## src/rtl/qdec_pkg.sv

```systemverilog
package qdec_pkg;
  localparam int unsigned CNT_W = 16;

  typedef struct packed {
    logic legal;   // exactly one phase changed
    logic up;      // direction of that change
    logic count;   // change is counted at the chosen resolution
  } qstep_t;

  // Classify a change of the filtered phases.
  function automatic qstep_t classify(input logic a_now, input logic b_now,
                                      input logic a_old, input logic b_old,
                                      input logic x4);
    qstep_t s;
    logic   a_chg, b_chg;
    a_chg   = a_now ^ a_old;
    b_chg   = b_now ^ b_old;
    s.legal = a_chg ^ b_chg;
    s.up    = a_chg ? (a_now ^ b_now) : ~(a_now ^ b_now);
    s.count = s.legal & (a_chg | x4);
    return s;
  endfunction
endpackage

```

## src/rtl/qdec_filter.sv

```systemverilog
module qdec_filter #(
  parameter int unsigned SYNC_STAGES = 2,
  parameter int unsigned STABLE_LEN  = 3
) (
  input  logic clk,
  input  logic rst,
  input  logic din,
  output logic dout
);
  localparam int unsigned RUN_W = $clog2(STABLE_LEN + 1);

  logic [SYNC_STAGES-1:0] sync_q;
  logic [RUN_W-1:0]       run_q;
  logic                   lvl_q;
  logic                   s_in;

  always_ff @(posedge clk) begin
    if (rst) sync_q <= '0;
    else     sync_q <= {sync_q[SYNC_STAGES-2:0], din};
  end

  assign s_in = sync_q[SYNC_STAGES-1];

  always_ff @(posedge clk) begin
    if (rst) begin
      run_q <= '0;
      lvl_q <= 1'b0;
    end else if (s_in == lvl_q) begin
      run_q <= '0;
    end else if (run_q == RUN_W'(STABLE_LEN - 1)) begin
      run_q <= '0;
      lvl_q <= s_in;
    end else begin
      run_q <= run_q + 1'b1;
    end
  end

  assign dout = lvl_q;
endmodule

```

## src/rtl/qdec_decode.sv

```systemverilog
module qdec_decode
  import qdec_pkg::*;
(
  input  logic   clk,
  input  logic   rst,
  input  logic   a_f,
  input  logic   b_f,
  input  logic   idx_f,
  input  logic   x4,
  output qstep_t step,
  output logic   idx_rise
);
  logic a_q, b_q, idx_q;

  always_ff @(posedge clk) begin
    if (rst) begin
      a_q   <= 1'b0;
      b_q   <= 1'b0;
      idx_q <= 1'b0;
    end else begin
      a_q   <= a_f;
      b_q   <= b_f;
      idx_q <= idx_f;
    end
  end

  assign step     = classify(a_f, b_f, a_q, b_q, x4);
  assign idx_rise = idx_f & ~idx_q;
endmodule

```

## src/rtl/qdec_poscnt.sv

```systemverilog
module qdec_poscnt #(
  parameter int unsigned W = 16
) (
  input  logic         clk,
  input  logic         rst,
  input  logic         do_count,
  input  logic         up,
  input  logic         idx_rise,
  input  logic         use_index,
  input  logic [W-1:0] period,
  output logic [W-1:0] cnt,
  output logic         reset_evt
);
  logic [W-1:0] cnt_q, cnt_d;

  always_comb begin
    cnt_d     = cnt_q;
    reset_evt = 1'b0;
    if (use_index) begin
      if (idx_rise) begin
        cnt_d     = '0;
        reset_evt = 1'b1;
      end else if (do_count) begin
        cnt_d = up ? cnt_q + 1'b1 : cnt_q - 1'b1;
      end
    end else if (do_count) begin
      if (up) begin
        if (cnt_q >= period) begin
          cnt_d     = '0;
          reset_evt = 1'b1;
        end else begin
          cnt_d = cnt_q + 1'b1;
        end
      end else begin
        if (cnt_q == '0) begin
          cnt_d     = period;
          reset_evt = 1'b1;
        end else begin
          cnt_d = cnt_q - 1'b1;
        end
      end
    end
  end

  always_ff @(posedge clk) begin
    if (rst) cnt_q <= '0;
    else     cnt_q <= cnt_d;
  end

  assign cnt = cnt_q;
endmodule

```

## src/rtl/qdec_top.sv

```systemverilog
module qdec_top
  import qdec_pkg::*;
#(
  parameter int unsigned SYNC_STAGES = 2,
  parameter int unsigned STABLE_LEN  = 3
) (
  input  logic             clk,
  input  logic             rst,
  input  logic             phase_a_in,
  input  logic             phase_b_in,
  input  logic             index_in,
  input  logic             cfg_x4,
  input  logic             cfg_rst_on_index,
  input  logic [CNT_W-1:0] cfg_period,
  input  logic             cfg_irq_en,
  input  logic             dir_chg_clr,
  input  logic             pos_irq_clr,
  output logic [CNT_W-1:0] pos_count,
  output logic             dir_up,
  output logic             dir_chg_flag,
  output logic             pos_irq_flag,
  output logic             count_strobe
);
  localparam int unsigned N_IN = 3;

  logic [N_IN-1:0] raw_in, filt;
  qstep_t          step;
  logic            idx_rise, reset_evt;
  logic            dir_q, chg_q, irq_q, stb_q;

  assign raw_in = {index_in, phase_b_in, phase_a_in};

  for (genvar i = 0; i < N_IN; i++) begin : g_filt
    qdec_filter #(
      .SYNC_STAGES(SYNC_STAGES),
      .STABLE_LEN (STABLE_LEN)
    ) u_filt (
      .clk (clk),
      .rst (rst),
      .din (raw_in[i]),
      .dout(filt[i])
    );
  end

  qdec_decode u_dec (
    .clk     (clk),
    .rst     (rst),
    .a_f     (filt[0]),
    .b_f     (filt[1]),
    .idx_f   (filt[2]),
    .x4      (cfg_x4),
    .step    (step),
    .idx_rise(idx_rise)
  );

  qdec_poscnt #(.W(CNT_W)) u_cnt (
    .clk      (clk),
    .rst      (rst),
    .do_count (step.count),
    .up       (step.up),
    .idx_rise (idx_rise),
    .use_index(cfg_rst_on_index),
    .period   (cfg_period),
    .cnt      (pos_count),
    .reset_evt(reset_evt)
  );

  always_ff @(posedge clk) begin
    if (rst) begin
      dir_q <= 1'b1;
      chg_q <= 1'b0;
      irq_q <= 1'b0;
      stb_q <= 1'b0;
    end else begin
      if (step.legal) dir_q <= step.up;
      chg_q <= (chg_q & ~dir_chg_clr) | (step.legal & (step.up != dir_q));
      irq_q <= (irq_q & ~pos_irq_clr) | (reset_evt & cfg_irq_en);
      stb_q <= step.count;
    end
  end

  assign dir_up       = dir_q;
  assign dir_chg_flag = chg_q;
  assign pos_irq_flag = irq_q;
  assign count_strobe = stb_q;
endmodule

```

## config.mk

```make
export PLATFORM = sky130hd
export DESIGN_NAME = qdec_top
export DESIGN_NICKNAME = d
export VERILOG_FILES = /design/src/rtl/qdec_pkg.sv /design/src/rtl/qdec_filter.sv /design/src/rtl/qdec_decode.sv /design/src/rtl/qdec_poscnt.sv /design/src/rtl/qdec_top.sv
export SDC_FILE = /design/constraint.sdc
export NUM_CORES = 1
export LEC_CHECK = 0
export BUFFER_PORTS_ARGS = -buffer_cell sky130_fd_sc_hd__buf_2
export CAP_MARGIN = 20
export CORE_MARGIN = 5
export CORE_UTILIZATION = 35
export CTS_BUF_LIST = sky130_fd_sc_hd__clkbuf_2 sky130_fd_sc_hd__clkbuf_4 sky130_fd_sc_hd__clkbuf_8
export DETAILED_ROUTE_END_ITERATION = 12
export HOLD_SLACK_MARGIN = 0.15
export PLACE_DENSITY_LB_ADDON = 0.08
export SLEW_MARGIN = 20
export SYNTH_ARGS = -nofsm -noshare
export SYNTH_HDL_FRONTEND = slang
export SYNTH_SLANG_ARGS = --single-unit
```

## constraint.sdc

```tcl
create_clock -name clk -period 5.5 [get_ports clk]
set_input_delay 1.1 -clock clk [delete_from_list [all_inputs] [get_ports clk]]
set_output_delay 1.1 -clock clk [all_outputs]
set_load 0.1 [all_outputs]
```

==> out/qor.yml, run 1 <==
routed_wl_mm: 9.05
combPwrFrac_pct: 15.2
fill_cells: 879
p_seq_share_pct: 49.2
final_cell_area_um2: 3260
grt_pass1_wl_mm: 14.6
netlist_instances: 381
grt_max_degree: 33
antenna_found_initial: 0
p_total_mw: 0.573
drtAntennaViolNets: 0
swShare_pct: 29.9
peakVddDrop_mv: 0.117
netlist_area_um2: 2890
synth_edf_count: 0
routedWlPerCell_um: 17.4
port_buffers: 45
hpwl_mm: 6.77
cp-endpoint: "u_cnt.cnt[7]"
ys_warn_count: 0
hp-start: "g_filt[1].u_filt.run_q[0]"
drtIter0Drc: 207
worstPathArrival_ns: 3.51
synth_top_area_share_pct: 26.3
yosysMostFrequentCell: "nor2_1"
cts_root_buf: "clkbuf_8"
placed_area_um2: 3170
synth_area_leader_cell: "dfxtp_1"
r2r_cells: 9
ys_seq_area_share_pct: 26.3
setup-tns-final_ns: 0
numCtsBuffers: 5
vias: 2933
synthToLayoutAreaGrowth_pct: 12.5
maxSlewViolCount: 0
r2r_slack_ns: 2.38
overflow: 0
coreArea_um2: 8130
diodes: 0
min_path_type: "flop to flop"
post_cts_buffers: 0
timing.slew.headroom_pct: 43.5
fp.dieH_um: 101
drt-pass1-iter-count: 4
maxCapViolCount: 0
hold_violations: 0
synthFlopType: "dfxtp_1"
cp-start-kind: "primary input"
outcome: "finished clean"
synth_cell_types: 57
track_usage_pct: 18.2
worst-slew-pin-transition_ns: 0.840
syn_nets: 429
cp_cell_sequence: "buf_2 > inv_1 > ha_1 > nand4_1 > or3_1 > a31oi_1 > o31ai_2 > buf_4 > nand3_1 > o311ai_0"
critPathKind: "primary input to flop"
ctsLongestPathBuffers: 2
path_clk_slew_ns: 0.08
insertion_delay_ns: 0.30
gp_congestion: 0.909
die_w_um: 101
startpoint: "cfg_period[15]"
power.leakage_nw: 1.39
timing.final.crit_share_pct: 61.1
async_flop_share_pct: 0
place_ws_ns: 1.90
viasPerCell: 5.65
cp_slowest_cell: "or3_1"
r2r-start: "u_cnt.cnt[0]"
ctsHoldBuffers: 0
post_cts_resized: 0
multi_input_area_um2: 1910
setup_violations: 0
syn_area_per_cell_um2: 7.60
ios: 46
grt_pass1_vias: 2863
rsz0062_at_grt: "false"
synth_commonest_cells: "41 x nor2_1, 38 x dfxtp_1, 34 x inv_1, 24 x nand3_1, 23 x nand2_1"
setup_slack_ns: 2.14
cp_max_fo: 17
max_freq_ghz: 0.298
seqCellArea_um2: 761
drc: 0
cts_tree: "yes"
fin_skew_ns: 0.0147
synth-seq-cells: 38
dieArea_um2: 10200
crit_path_end_kind: "flop"
clkPwrFrac_pct: 35.5
min_period_ns: 3.36
htreeDepth: 2
initial_core_util_pct: 35.6
critPathMaxStageDelay_ns: 0.53
powerDensity_nw_per_um2: 176
fin_nets: 461
drive_above_1_share_pct: 15.7
rr_endpoint: "u_cnt.cnt[7]"
power_switching_mw: 0.171
synth.area.top_cells: "dfxtp_1 26%, ha_1 9.5%, nor2_1 5.3%"
clock_sinks: 38
num_rows: 33
critPathRequiredTime_ns: 5.65
internal-power_mw: 0.402
==> sequential cells by signal, summed over array words and instances (netlist names) <==
| signal | flops |
|---|---|
| u_dec.a_q | 1 |
| u_dec.idx_q | 1 |
| u_cnt.cnt | 16 |
| g_filt.u_filt.run_q | 6 |
| pos_irq_flag | 1 |
| u_dec.b_q | 1 |
| count_strobe | 1 |
| dir_chg_flag | 1 |
| g_filt.u_filt.dout | 3 |
| g_filt.u_filt.sync_q | 6 |
| dir_up | 1 |
==> how the worst min path moves through the flow <==
stage	endpoint	cells after the start
2_1_floorplan	g_filt[0].u_filt.run_q[0]	1
3_3_place_gp	g_filt[1].u_filt.run_q[0]	1
3_5_place_dp	g_filt[1].u_filt.run_q[0]	1
4_1_cts	g_filt[1].u_filt.run_q[0]	1
5_1_grt	g_filt[1].u_filt.run_q[0]	1
6_report	g_filt[1].u_filt.run_q[0]	1
==> cell usage in the layout (no fill, tap or decap), types with 2 or more instances in the layout <==
cell type,Yosys,layout
a21oi_1,7,7
a22o_1,4,4
a311oi_1,2,2
a31oi_1,12,12
a32oi_1,3,3
a41oi_1,2,2
and2_1,3,3
buf_2,1,45
buf_4,0,2
clkbuf_8,0,5
dfxtp_1,38,38
ha_1,22,22
inv_1,34,34
mux2i_1,6,6
nand2_1,23,23
nand2b_1,3,3
nand3_1,24,24
nand3b_1,3,3
nand4_1,7,7
nor2_1,41,41
nor2b_1,9,9
nor3_1,12,12
nor4_1,8,8
o211ai_1,2,2
o21a_1,2,2
o21ai_0,15,15
o21bai_1,3,3
o221ai_1,4,4
o22ai_1,2,2
o311ai_0,3,3
o31a_1,2,2
o31ai_1,3,3
or2_2,4,4
or3_1,12,12
or4_1,6,6
xnor2_1,11,11
xor2_1,7,7
==> through the flow <==
stage	util, %	std cells	hold WS [ns]
finish	40.0	519	0.418
global route	40.0	519	0.446
CTS	40.0	519	0.422
detailed placement	38.9	511	0.409
global placement	38.9	511	0.401
floorplan	-	381	0.391
==> area by class of cell <==
| type | instances | share of cell area (%) |
|---|---|---|
| Tap cell | 105 | 4.03 |
| Multi-Input combinational cell | 287 | 58.5 |
| Timing Repair Buffer | 47 | 7.38 |
| Clock inverter | 3 | 0.653 |
| Sequential cell | 38 | 23.4 |
| Inverter | 34 | 3.92 |
| Clock buffer | 5 | 2.11 |
==> metal layers <==
layer  global-route usage (%)  wire [um]  up-vias
met1                     23.3       4110     1393
met2                     30.3       4200       89
met4                     7.57        254        0
li1                         -          -     1437
met5                        0          0        -
met3                     2.98        488       14
==> power groups by stage <==
stage / logic (mW) / registers, mW / clock network (mW)
5_1_grt: 0.0970 / 0.283 / 0.226
6_report: 0.0873 / 0.282 / 0.204
3_3_place_gp: 0.0865 / 0.288 / 0
3_5_place_dp: 0.0873 / 0.289 / 0
2_1_floorplan: 0.0549 / 0.294 / 0
4_1_cts: 0.0880 / 0.282 / 0.213
==> worst max-delay path: cells and delay by family <==
kind / cells / cell delay [ns]
AOI/OAI and AO/OA: 3 / 0.77
adders and majority gates: 1 / 0.32
buffers and inverters: 3 / 0.35
and+or+nand+nor: 3 / 0.97
==> cells by family (layout without fill, tap and decap cells) <==
logic type	after synthesis	after routing	synth area share, %
AOI/OAI and AO/OA	78	78	19.0
DFF	38	38	26.3
and+or+nand+nor	163	163	29.8
muxes	6	6	2.08
xor gates and xnor gates	18	18	5.45
adders and majority gates	22	22	9.51
buffers and inverters	56	89	7.83
Power figures use the tool's default switching activity.
==> inputs of run 2 (changes only) <==
Clock period 5.5 ns to 3.29 ns, I/O delays scaled along.
==> run 2 against run 1 <==
Worst setup slack got worse by 1.6 ns; sequential share of layout area fell by 0.51 points; global-route usage grew 0.35 points; power increased by 67%; combinational power grew 78%; wire length rose by 3.5%; largest power group unchanged; largest cell class unchanged; highest routed layer unchanged; sequential power is 67% higher; first-iteration DRC count shrank 1.4%; cell area up 2.4%; clock skew fell by 0.0043 ns; worst hold slack worse by 0.0050 ns; non-clock buffer count rose by 11.
==> out/qor.yml, run 2 (synthesized netlist as in run 1, its figures left out) <==
hold_violations: 0  # unchanged
critPathRequiredTime_ns: 3.48  # was 5.65 ns
num_rows: 33  # unchanged
path_clk_slew_ns: 0.09  # was 0.08 ns
multi_input_area_um2: 1910  # unchanged
grt_max_degree: 33  # unchanged
cp_max_fo: 9  # was 17
min_path_type: "flop to flop"  # unchanged
vias: 2945  # was 2933
dieArea_um2: 10200  # unchanged
fin_nets: 472  # was 461
cts_tree: "yes"  # unchanged
fin_skew_ns: 0.0104  # was 0.0147 ns
powerDensity_nw_per_um2: 287  # was 176 nW/um2
timing.slew.headroom_pct: 25.9  # was 43.5%
largest_reg_flops: 16  # unchanged
setup_violations: 0  # unchanged
fp.dieH_um: 101  # unchanged
drtAntennaViolNets: 0  # unchanged
gp_congestion: 0.858  # was 0.909
htreeDepth: 2  # unchanged
maxSlewViolCount: 0  # unchanged
die_w_um: 101  # unchanged
drive_above_1_share_pct: 17.9  # was 15.7%
drc: 0  # unchanged
seqCellArea_um2: 762  # was 761 um2
clock_sinks: 38  # unchanged
routed_wl_mm: 9.37  # was 9.05 mm
final_cell_mix: "45 x buf_2, 41 x nor2_1, 37 x dfxtp_1"  # was 45 x buf_2, 41 x nor2_1, 38 x dfxtp_1
final_common_cell: "buf_2"  # unchanged
post_cts_resized: 0  # unchanged
insertion_delay_ns: 0.29  # was 0.30 ns
routedWlPerCell_um: 17.7  # was 17.4 um
crit_path_end_kind: "flop"  # unchanged
cts_root_buf: "clkbuf_8"  # unchanged
viasPerCell: 5.57  # was 5.65
maxCapViolCount: 0  # unchanged
track_usage_pct: 18.6  # was 18.2%
synthToLayoutAreaGrowth_pct: 15.2  # was 12.5%
min_period_ns: 2.75
initial_core_util_pct: 35.6  # unchanged
drt-pass1-iter-count: 6  # was 4
cp_slowest_cell: "a2111oi_0"  # was or3_1
rsz0062_at_grt: "false"  # unchanged
grt_pass1_wl_mm: 14.9  # was 14.6 mm
post_cts_buffers: 0  # unchanged
ctsHoldBuffers: 0  # unchanged
worst-slew-pin-transition_ns: 1.10  # was 0.840 ns
ios: 46  # unchanged
diodes: 0  # unchanged
critPathKind: "flop to flop"  # was primary input to flop
worstPathArrival_ns: 2.94  # was 3.51 ns
grt_pass1_vias: 2799  # was 2863
fin_cells: 529  # was 519
power.leakage_nw: 1.44  # was 1.39 nW
whs_ns: 0.413  # was 0.418 ns
overflow: 0  # unchanged
critPathMaxStageDelay_ns: 0.56  # was 0.53 ns
numCtsBuffers: 5  # unchanged
drtIter0Drc: 204  # was 207
peakVddDrop_mv: 0.173  # was 0.117 mV
cp_cell_sequence: "inv_1 > ha_1 > nand2b_1 > a2111oi_0 > nor3_1 > o31ai_2 > nand3_1 > o311ai_0"  # was buf_2 > inv_1 > ha_1 > nand4_1 > or3_1 > a31oi_1 > o31ai_2 > buf_4 > nand3_1 > o311ai_0
port_buffers: 45  # unchanged
outcome: "finished clean"  # unchanged
ctsLongestPathBuffers: 2  # unchanged
timing.final.crit_share_pct: 83.7
max_freq_ghz: 0.363
dp_cells: 522  # was 511
cp-start-kind: "flop"  # was primary input
setup-tns-final_ns: 0  # unchanged
coreArea_um2: 8130  # unchanged
hpwl_mm: 7.03  # was 6.77 mm
fill_cells: 871  # was 879
antenna_found_initial: 0  # unchanged
[run 2: cell types whose count changed in the layout (fill, tap and decap cells not counted), sizes merged]
cell / before / now
buf: 47 / 58
clkinv: 2 / 0
clkinvlp: 1 / 2
[run 2: worst paths after layout]
kind	cells after the start	slack, ns	from	to
max reg2reg	8	0.54	u_cnt.cnt[0]	u_cnt.cnt[7]
min reg2reg	1	0.41	g_filt[2].u_filt.run_q[0]	g_filt[2].u_filt.run_q[0]
min	1	0.41	g_filt[2].u_filt.run_q[0]	g_filt[2].u_filt.run_q[0]
max	8	0.54	u_cnt.cnt[0]	u_cnt.cnt[7]
[run 2: report_power, final]
part           internal [mW]  total, mW  leakage (nW)  switching (mW)
logic                 0.0619      0.155          1.09          0.0936
clock network          0.145      0.329        0.0362           0.184
registers              0.466      0.471         0.308         0.00548
[run 2: per-stage QoR]
stage	utilization, %	setup slack (ns)	power, mW	instance area (um2)
after detailed placement	40.0	0.313	0.637	3250
after CTS	41.0	0.518	0.970	3330
after global routing	41.0	0.216	1.00	3330
after global placement	40.0	0.391	0.636	3250
final	41.0	0.536	0.956	3330
after floorplan	-	0.159	0.583	2900
[run 2: final cells by class]
type	instances	area share (%)
repair buffers	58	9.68
clock inverters	2	0.450
inverters	34	3.83
multi-input cells	287	57.2
clock buffers	5	2.06
flip-flops and latches	38	22.9
well taps	105	3.94
[run 2: worst max-delay path: cells and delay by family, from the launching register on]
family                     cells  cell delay (ns)
AOI/OAI and AO/OA              3             1.24
buffers and inverters          1             0.13
DFF                            1             0.44
and+or+nand+nor                3             0.57
adders and majority gates      1             0.28
[run 2: per-layer routing]
metal  up-vias  wire length [um]  track usage, %
li1       1459                 -               -
met1      1386              4250            24.7
met2        92              4440            31.2
met3         8               593            3.32
met4         0                82            4.29
met5         -                 0               0
==> inputs of run 3 (changes only) <==
Clock period 3.29 ns to 2.8 ns, I/O delays scaled along.
==> run 3 against run 2 <==
Non-clock buffer count grew 10; die area is the same; combinational power grew 24%; register-to-register slack lost 0.23 ns; core utilization grew 1.4 points; power grew 23%; clock-buffer cell count grew 1; wire length grew 0.86%; first-iteration DRC count shrank 5.9%; critical endpoint is now u_cnt.cnt[0]; largest cell class unchanged.
==> out/qor.yml, run 3 (synthesized netlist as in run 1, its figures left out) <==
power.leakage_nw: 1.50  # was 1.44 nW
drtAntennaViolNets: 0  # unchanged
p_seq_share_pct: 47.0  # was 49.3%
internal-power_mw: 0.828  # was 0.673 mW
fin_cells: 540  # was 529
numCtsBuffers: 5  # unchanged
dieArea_um2: 10200  # unchanged
min_period_ns: 2.50  # was 2.75 ns
cts_root_buf: "clkbuf_8"  # unchanged
fill_cells: 864  # was 871
fin_nets: 482  # was 472
worstPathArrival_ns: 2.68  # was 2.94 ns
htreeDepth: 2  # unchanged
die_w_um: 101  # unchanged
grt_max_degree: 20  # was 33
path_clk_slew_ns: 0.08  # was 0.09 ns
drtIter0Drc: 192  # was 204
powerDensity_nw_per_um2: 341  # was 287 nW/um2
antenna_found_initial: 0  # unchanged
dp_cells: 532  # was 522
drive_above_1_share_pct: 22.5  # was 17.9%
clkPwrFrac_pct: 36.7  # was 34.4%
gp_congestion: 0.849  # was 0.858
place_ws_ns: 0.0752  # was 0.313 ns
use_met1_pct: 24.2  # was 24.7%
peakVddDrop_mv: 0.245  # was 0.173 mV
initial_core_util_pct: 35.6  # unchanged
grt_pass1_vias: 2849  # was 2799
rsz0062_at_grt: "false"  # unchanged
insertion_delay_ns: 0.30  # was 0.29 ns
worst-slew-pin-transition_ns: 0.750  # was 1.10 ns
drc: 0  # unchanged
num_rows: 33  # unchanged
busiest_layer: "met2"  # unchanged
fin_skew_ns: 0.00698  # was 0.0104 ns
critPathRequiredTime_ns: 2.98  # was 3.48 ns
track_usage_pct: 18.9  # was 18.6%
cp_max_fo: 4  # was 9
drt-pass1-iter-count: 4  # was 6
setup_slack_ns: 0.303  # was 0.536 ns
maxCapViolCount: 0  # unchanged
vias: 3002  # was 2945
ios: 46  # unchanged
grt_pass1_wl_mm: 15.0  # was 14.9 mm
hpwl_mm: 7.12  # was 7.03 mm
hold_violations: 0  # unchanged
timing.final.crit_share_pct: 89.2  # was 83.7%
diodes: 0  # unchanged
setup-tns-final_ns: 0  # unchanged
min_path_type: "flop to flop"  # unchanged
cts_tree: "yes"  # unchanged
ctsLongestPathBuffers: 2  # unchanged
largest_reg_flops: 16  # unchanged
power_switching_mw: 0.348  # was 0.283 mW
final_cell_mix: "45 x buf_2, 41 x nor2_1, 34 x inv_1"  # was 45 x buf_2, 41 x nor2_1, 37 x dfxtp_1
crit_path_end_kind: "flop"  # unchanged
final_common_cell: "buf_2"  # unchanged
critPathKind: "flop to flop"  # unchanged
synthToLayoutAreaGrowth_pct: 19.1  # was 15.2%
timing.slew.headroom_pct: 49.9  # was 25.9%
maxSlewViolCount: 0  # unchanged
routed_wl_mm: 9.45  # was 9.37 mm
fp.dieH_um: 101  # unchanged
port_buffers: 45  # unchanged
cp-start-kind: "flop"  # unchanged
post_cts_buffers: 0  # unchanged
clock_sinks: 38  # unchanged
p_total_mw: 1.18  # was 0.956 mW
outcome: "finished clean"  # unchanged
viasPerCell: 5.56  # was 5.57
coreArea_um2: 8130  # unchanged
globalRouteMet3Util_pct: 2.84  # was 3.32%
routedWlPerCell_um: 17.5  # was 17.7 um
swShare_pct: 29.6  # about the same
overflow: 0  # unchanged
min_path_cells: 1  # unchanged
max_freq_ghz: 0.400  # was 0.363 GHz
combPwrFrac_pct: 16.3  # about the same
setup_violations: 0  # unchanged
r2r_cells: 8  # unchanged
met2_usage_pct: 31.4  # was 31.2%
r2r_slack_ns: 0.30  # was 0.54 ns
-- run 3: cell type report --
type / count / area, um2 / area share (%)
clock buffer: 6 / 82.6 / 2.40
clock inverter: 2 / 16.3 / 0.472
inverter: 34 / 128 / 3.70
multi-input combinational: 287 / 1910 / 55.5
sequential: 38 / 777 / 22.5
tap: 105 / 131 / 3.81
timing repair buffer: 68 / 398 / 11.5
-- run 3: repair_timing --
item | 4_1_cts | 5_1_grt
gates resized for setup | 0 | 1
setup endpoints to repair | 0 | 1
hold buffers | 0 | 0
hold endpoints to repair | 0 | 0
-- run 3: power by group through the flow --
stage / logic [mW] / registers (mW) / clock network [mW]
after floorplan: 0.108 / 0.577 / 0
after CTS: 0.192 / 0.552 / 0.444
after global routing: 0.210 / 0.554 / 0.470
final: 0.192 / 0.552 / 0.432
after global placement: 0.190 / 0.565 / 0
after detailed placement: 0.191 / 0.565 / 0
-- run 3: path summary, 6_finish.rpt --
check / start / to
max: u_cnt.cnt[0] / u_cnt.cnt[0]
min: g_filt[1].u_filt.run_q[0] / g_filt[1].u_filt.run_q[0]
max reg2reg: u_cnt.cnt[0] / u_cnt.cnt[0]
min reg2reg: g_filt[1].u_filt.run_q[0] / g_filt[1].u_filt.run_q[0]
-- run 3: layer usage --
metal	part of all wire [%]	vias to the layer above
met2	47	105
met1	44	1399
li1	-	1480
met5	0	-
met3	5.7	18
met4	3.0	0
-- run 3: critical path: stages, from the launching register on --
cell and delay, ns:
dfxtp_4 0.34, inv_1 0.12, ha_1 0.16, or4b_1 0.57, or4_1 0.68, o21ai_0 0.21, nand2_1 0.08, o21ai_0 0.13
a21boi_0 0.10
-- run 3: through the flow --
stage	area [um2]	util (%)	hold WS, ns
floorplan	2910	-	0.391
global placement	3340	41.1	0.401
detailed placement	3340	41.1	0.404
CTS	3440	42.3	0.417
global route	3450	42.4	0.431
finish	3450	42.4	0.415
